**src/rtl/egq_pkg.sv**
```systemverilog
package egq_pkg;

    localparam int NCLS = 4;
    localparam int CW   = 2;

    typedef logic [CW-1:0] cls_t;

    typedef enum logic {
        SEL_DRR    = 1'b0,
        SEL_STRICT = 1'b1
    } sel_mode_e;

    localparam logic [2:0] ADDR_MODE = 3'd4;

    // Lowest-numbered class with a packet waiting.
    function automatic cls_t first_pending(input logic [NCLS-1:0] v);
        cls_t r;
        r = '0;
        for (int i = NCLS - 1; i >= 0; i--) begin
            if (v[i]) r = cls_t'(i);
        end
        return r;
    endfunction

    // Mask of every class with a higher priority than c.
    function automatic logic [NCLS-1:0] higher_mask(input cls_t c);
        logic [NCLS-1:0] m;
        for (int i = 0; i < NCLS; i++) m[i] = (i < int'(c));
        return m;
    endfunction

endpackage

```
**src/rtl/egq_cfg_regs.sv**
```systemverilog
module egq_cfg_regs
    import egq_pkg::*;
#(
    parameter int QW          = 8,
    parameter int RST_QUANTUM = 8
) (
    input  logic                       clk,
    input  logic                       rst,
    input  logic                       cfg_we,
    input  logic [2:0]                 cfg_addr,
    input  logic [QW-1:0]              cfg_wdata,
    output logic [NCLS-1:0][QW-1:0]    quanta,
    output sel_mode_e                  mode
);

    for (genvar c = 0; c < NCLS; c++) begin : g_q
        always_ff @(posedge clk) begin
            if (rst)
                quanta[c] <= QW'(RST_QUANTUM);
            else if (cfg_we && cfg_addr == 3'(c))
                quanta[c] <= cfg_wdata;
        end
    end

    always_ff @(posedge clk) begin
        if (rst)
            mode <= SEL_DRR;
        else if (cfg_we && cfg_addr == ADDR_MODE)
            mode <= sel_mode_e'(cfg_wdata[0]);
    end


    mode_write_chk: assert property (@(posedge clk) disable iff (rst)
        (cfg_we && cfg_addr == ADDR_MODE) |=> (mode == sel_mode_e'($past(cfg_wdata[0]))));

endmodule

```
**src/rtl/egq_drr.sv**
```systemverilog
module egq_drr
    import egq_pkg::*;
#(
    parameter int LW = 8,
    parameter int QW = 8
) (
    input  logic                     clk,
    input  logic                     rst,
    input  logic                     en,
    input  logic [NCLS-1:0]          q_valid,
    input  logic [NCLS-1:0][LW-1:0]  q_len,
    input  logic [NCLS-1:0][QW-1:0]  quanta,
    output logic                     start,
    output cls_t                     pick
);

    localparam int DEF_W = ((QW > LW) ? QW : LW) + 2;

    cls_t                          rr;
    logic                          fresh;
    logic [NCLS-1:0][DEF_W-1:0]    def_q;

    logic [DEF_W-1:0] head_len;
    logic [DEF_W-1:0] cur_def;
    logic             fits;
    logic             sole;
    logic             any;

    always_comb begin
        head_len = {{(DEF_W-LW){1'b0}}, q_len[rr]};
        cur_def  = def_q[rr];
        fits     = head_len <= cur_def;
        any      = |q_valid;
        sole     = (q_valid == (NCLS'(1) << rr));
        start    = en && q_valid[rr] && !fresh && (fits || sole);
        pick     = rr;
    end

    always_ff @(posedge clk) begin
        if (rst) begin
            rr    <= '0;
            fresh <= 1'b1;
            def_q <= '0;
        end else if (en && any) begin
            if (!q_valid[rr]) begin
                def_q[rr] <= '0;
                rr        <= rr + cls_t'(1);
                fresh     <= 1'b1;
            end else if (fresh) begin
                def_q[rr] <= cur_def + {{(DEF_W-QW){1'b0}}, quanta[rr]};
                fresh     <= 1'b0;
            end else if (fits) begin
                def_q[rr] <= cur_def - head_len;
            end else if (sole) begin
                def_q[rr] <= '0;
            end else begin
                rr    <= rr + cls_t'(1);
                fresh <= 1'b1;
            end
        end
    end


    empty_clear_chk: assert property (@(posedge clk) disable iff (rst)
        (en && any && !q_valid[rr]) |=> (def_q[$past(rr)] == '0));


    idle_hold_chk: assert property (@(posedge clk) disable iff (rst)
        (en && !any) |=> ($stable(rr) && $stable(fresh) && $stable(def_q)));

endmodule

```
**src/rtl/egq_sched.sv**
```systemverilog
module egq_sched
    import egq_pkg::*;
#(
    parameter int DW          = 16,
    parameter int LW          = 8,
    parameter int QW          = 8,
    parameter int RST_QUANTUM = 8
) (
    input  logic                     clk,
    input  logic                     rst,
    input  logic                     cfg_we,
    input  logic [2:0]               cfg_addr,
    input  logic [QW-1:0]            cfg_wdata,
    input  logic [NCLS-1:0]          q_valid,
    input  logic [NCLS-1:0]          q_sop,
    input  logic [NCLS-1:0]          q_eop,
    input  logic [NCLS-1:0][LW-1:0]  q_len,
    input  logic [NCLS-1:0][DW-1:0]  q_data,
    output logic [NCLS-1:0]          q_ready,
    output logic                     out_valid,
    input  logic                     out_ready,
    output logic                     out_sop,
    output logic                     out_eop,
    output logic [CW-1:0]            out_cls,
    output logic [DW-1:0]            out_data
);

    logic [NCLS-1:0][QW-1:0] quanta;
    sel_mode_e               mode;

    egq_cfg_regs #(.QW(QW), .RST_QUANTUM(RST_QUANTUM)) u_cfg (
        .clk       (clk),
        .rst       (rst),
        .cfg_we    (cfg_we),
        .cfg_addr  (cfg_addr),
        .cfg_wdata (cfg_wdata),
        .quanta    (quanta),
        .mode      (mode)
    );

    logic busy;
    cls_t cur;
    logic drr_en, drr_start;
    cls_t drr_pick;
    logic strict_start;
    cls_t strict_pick;
    logic start;
    cls_t pick;
    logic fire;

    assign drr_en = !busy && (mode == SEL_DRR);

    egq_drr #(.LW(LW), .QW(QW)) u_drr (
        .clk     (clk),
        .rst     (rst),
        .en      (drr_en),
        .q_valid (q_valid),
        .q_len   (q_len),
        .quanta  (quanta),
        .start   (drr_start),
        .pick    (drr_pick)
    );

    always_comb begin
        strict_pick  = first_pending(q_valid);
        strict_start = !busy && (mode == SEL_STRICT) && (|q_valid);
        start        = drr_start || strict_start;
        pick         = (mode == SEL_STRICT) ? strict_pick : drr_pick;
    end

    always_comb begin
        out_valid = busy && q_valid[cur];
        out_sop   = out_valid && q_sop[cur];
        out_eop   = out_valid && q_eop[cur];
        out_data  = q_data[cur];
        out_cls   = cur;
        fire      = out_valid && out_ready;
    end

    for (genvar c = 0; c < NCLS; c++) begin : g_rdy
        assign q_ready[c] = busy && (cur == cls_t'(c)) && out_ready;
    end

    always_ff @(posedge clk) begin
        if (rst) begin
            busy <= 1'b0;
            cur  <= '0;
        end else if (!busy) begin
            if (start) begin
                busy <= 1'b1;
                cur  <= pick;
            end
        end else if (fire && out_eop) begin
            busy <= 1'b0;
        end
    end


    ready_onehot_chk: assert property (@(posedge clk) disable iff (rst)
        $onehot0(q_ready));


    no_interrupt_chk: assert property (@(posedge clk) disable iff (rst)
        (busy && !(fire && out_eop)) |=> (busy && $stable(cur)));


    strict_order_chk: assert property (@(posedge clk) disable iff (rst)
        (strict_start) |-> ((q_valid & higher_mask(pick)) == '0 && q_valid[pick]));


    reset_idle_chk: assert property (@(posedge clk)
        $past(rst) |-> (!out_valid && q_ready == '0));

endmodule

```
**config.mk**
```make
export PLATFORM = sky130hd
export DESIGN_NAME = egq_sched
export DESIGN_NICKNAME = d
export VERILOG_FILES = /design/src/rtl/egq_pkg.sv /design/src/rtl/egq_cfg_regs.sv /design/src/rtl/egq_drr.sv /design/src/rtl/egq_sched.sv
export SDC_FILE = /design/constraint.sdc
export NUM_CORES = 1
export LEC_CHECK = 0
export BUFFER_PORTS_ARGS = -buffer_cell sky130_fd_sc_hd__buf_2
export CAP_MARGIN = 15
export CORE_ASPECT_RATIO = 0.75
export CORE_MARGIN = 8
export CORE_UTILIZATION = 53
export DETAILED_ROUTE_END_ITERATION = 6
export PLACE_DENSITY_LB_ADDON = 0.1
export SETUP_SLACK_MARGIN = 0.02
export SYNTH_ARGS = -nofsm -noshare
export SYNTH_HDL_FRONTEND = slang
export SYNTH_SLANG_ARGS = --single-unit
```
**constraint.sdc**
```tcl
create_clock -name clk -period 5.82 [get_ports clk]
set_input_delay 0.873 -clock clk [delete_from_list [all_inputs] [get_ports clk]]
set_output_delay 0.873 -clock clk [all_outputs]
set_load 0.005 [all_outputs]
```
==> summary.txt <==
Run status
  – Status: completed

STA
  – # setup viols final: 0
  – Final worst setup slack: 1.254 ns
  – Fin. max-slew vios: 0
  – Fmax: 0.2190 GHz
  – Min Tclk post-route: 4.566 ns
  – Slew HR: 0.2956
  – Final worst-path cycle share: 0.7846
  – RSZ-0062 raised after global routing: false
  – Layout Skew: 0.005642 ns
  – Final hold vios: 0
  – Setup TNS: 0 ns
  – Slew @ Worst Pin: 1.047 ns

Power
  – Worst vdd ir: 0.1538 mV
  – Pwr Density: 349.7 nW/um^2
  – Leak pwr: 2.626 nW

Placement
  – Pre-CTS setup slack: 1.292 ns
  – HPWL after DPL: 12.82 mm
  – Port buffer count: 147
  – Routability cong.: 0.8705

Global route
  – GRT Residual Overflow: 0
  – Initial antenna violation count: 0
  – Tot GR Track Use: 0.2462
  – Vias in the first global route: 5452
  – First-pass GRT wire length: 27.04 mm
  – Largest net degree at the start of global routing: 66

Yosys
  – Post-synthesis register bit count: 79
  – Synth Warn #: 0
  – Post-synth net total: 763
  – Mapped Area: 5341 um^2
  – Syn_area_per_cell: 8.643 um^2
  – Cells after synthesis: 618
  – Register area share after synthesis: 0.2961
  – FFs w/ async S/R, synth: 0
  – EDFF count, synth: 0
  – Top_reg_cell synth: dfxtp_1
  – Post-synth cell types: 58

Clock tree
  – CTS H-Tree Depth: 3
  – Hold_buf cts: 0
  – TritonCTS Buffers: 9
  – Worst-case clock buffer depth: 2
  – CTS sink cnt: 79
  – Post CTS Setup Buffer Count: 0
  – Clock slew at reported path FFs: 0.06 ns
  – TritonCTS clock tree: built
  – Post-CTS sizing: 0
  – CTS root buffer: clkbuf_16
  – Clk_lat worst skew: 0.34 ns

Detailed routing
  – Post-route ant nets: 0
  – Met2 WL post-DR: 7.762 mm
  – Initial drt markers: 595
  – First-pass detailed-route iteration total: 5
  – Via/cell ratio: 6.063
  – Routed len/inst: 18.85 um
  – Top routing layer in use: met4
  – DRC Markers: 0
  – Wire length on met1: 7.017 mm
  – Met3 WL: 1.673 mm
  – Via Count: 5348
  – DRT Wirelength: 16.63 mm

Run
  – Number of max-cap violations: 0

Final layout
  – Multi-input logic area: 3503 um^2
  – Synth-to-layout area growth: 20.82%
  – FILL cells: 846
  – Share of cells above drive strength 1: 0.3040
  – # diodes: 0
  – Reg area: 1583 um^2
  – Layout net count: 890

Floorplanning
  – DIE AREA: 13580 um^2
  – Core Area: 9736 um^2
  – Die X: 131.9 um
  – I/O pin total: 148
  – Std-Cell Rows: 31
  – Initial Util: 0.5486
  – Die height: 102.9 um

Critical path
  – CP Launch Type: flop
  – R2R cell count: 13
  – Critical R2R Launch: u_drr.pick[0]
  – R2R setup slack: 1.25 ns
  – Worst EP arrival: 4.77 ns
  – Critical Path Fanout Max: 24
  – Critical setup path kind: reg -> reg
  – Setup crit end kind: flop
  – Worst Path Required: 6.02 ns
  – RR Endpoint: u_drr.def_q[4]

Worst hold path
  – Hold Path Class: reg -> reg
  – WHS Path Cells: 2
  – Hold Path End: u_cfg.quanta[31]
  – Hold path start: u_cfg.quanta[31]
[layer usage]
layer | GRT usage | up-vias
li1 | - | 2489
met1 | 0.3034 | 2548
met2 | 0.4263 | 290
met3 | 0.07011 | 21
met4 | 0.04837 | 0
met5 | 0 | -
[through the flow]
| step | hold WS (ns) | util | cells | total power [mW] | instance area (um^2) |
|---|---|---|---|---|---|
| global placement | 0.4393 | 0.6300 | 866 | 1.618 | 6133 |
| global route | 0.4716 | 0.6629 | 882 | 2.387 | 6454 |
| finish | 0.4512 | 0.6629 | 882 | 2.257 | 6454 |
| floorplan | 0.4311 | - | 618 | 1.371 | 5341 |
| detailed placement | 0.4435 | 0.6300 | 866 | 1.632 | 6133 |
| CTS | 0.4537 | 0.6629 | 882 | 2.248 | 6454 |
[cell usage in the layout, fill, tap and decap left out, types with 8 or more instances in the layout]
master,count
nand2_1,117
nor2_1,34
inv_1,22
o21ai_0,29
buf_2,147
xnor2_1,12
buf_4,8
nor3_1,13
ha_1,20
a21oi_1,72
clkbuf_16,9
dfxtp_1,78
nand3_1,39
mux4_2,45
[synthesized netlist by cell type, types with 3 or more instances]
library cell  instances  area [um^2]
xnor2_1              12        105.1
a22o_1                3        26.28
and4_1                3        26.28
o21ai_0              29        145.1
nand2b_1              3        18.77
buf_1                 4        15.01
a31oi_1               3        18.77
o22ai_1               4        25.02
mux4_2               45         1013
a211oi_1              6        45.04
and3_1                5        31.28
nor2_1               34        127.6
a32o_1                4        40.04
clkbuf_1             28        105.1
nor3_1               13        65.06
nand2_1             117        439.2
dfxtp_1              79         1582
mux2i_1               7        70.07
ha_1                 20        250.2
inv_1                22        82.58
buf_2                 4        20.02
nor2b_1               4        25.02
nand3_1              39        195.2
xor2_1                5        43.79
a211o_1               3        26.28
or3_1                 5        31.28
o21a_1                5        37.54
a21oi_1              72        360.4
nor4_1                4        25.02
[how the worst max path moves through the flow]
| stage | startpoint | endpoint | depth (start not counted) |
|---|---|---|---|
| 2_1_floorplan | u_drr.pick[0] | u_drr.pick[1] | 12 |
| 3_3_place_gp | u_drr.pick[0] | u_drr.def_q[4] | 13 |
| 3_5_place_dp | u_drr.pick[0] | u_drr.def_q[4] | 13 |
| 4_1_cts | u_drr.pick[0] | u_drr.def_q[4] | 13 |
| 5_1_grt | u_drr.pick[0] | u_drr.def_q[4] | 13 |
| 6_report | u_drr.pick[0] | u_drr.def_q[4] | 13 |
[cell families after synthesis]
kind of cell    Yosys count  share of synthesized area
flops                    79                     0.2961
simple gates            242                     0.2073
compound gates          142                     0.1565
fa+ha+maj                22                    0.05435
buf+inv                  62                    0.04802
mux                      54                     0.2099
xor+xnor                 17                    0.02787
[final cells by class]
class,count,area share
Clock buffer,10,0.03548
Clock inverter,6,0.01415
Inverter,23,0.01338
Multi-Input combinational cell,477,0.5428
Sequential cell,79,0.2453
Tap cell,132,0.02559
Timing Repair Buffer,155,0.1233
[worst max-delay path, stage by stage (launching register included)]
cell and delay (ns):
dfxtp_2 0.80, buf_4 0.38, mux4_2 0.54, inv_1 0.12, ha_1 0.26, and4_1 0.21, a211o_1 0.32, or3_1 0.52
nor3_4 0.29, nor2_2 0.08, buf_4 0.24, nand2_1 0.34, mux2i_1 0.24, nor2_1 0.05
[power breakdown]
group          internal [mW]  switching (mW)  total, mW
clock network          0.379           0.231      0.610
logic                  0.410           0.581      0.991
registers              0.580          0.0760      0.656
total                   1.37           0.888       2.26
[flip-flops by register name (all words and copies together) (netlist names)]
signal,cells
u_cfg.mode,1
busy,1
u_drr.fresh,1
u_cfg.quanta,32
out_cls,2
u_drr.pick,2
u_drr.def_q,40
Note: power is estimated with default switching activity, not from simulation.
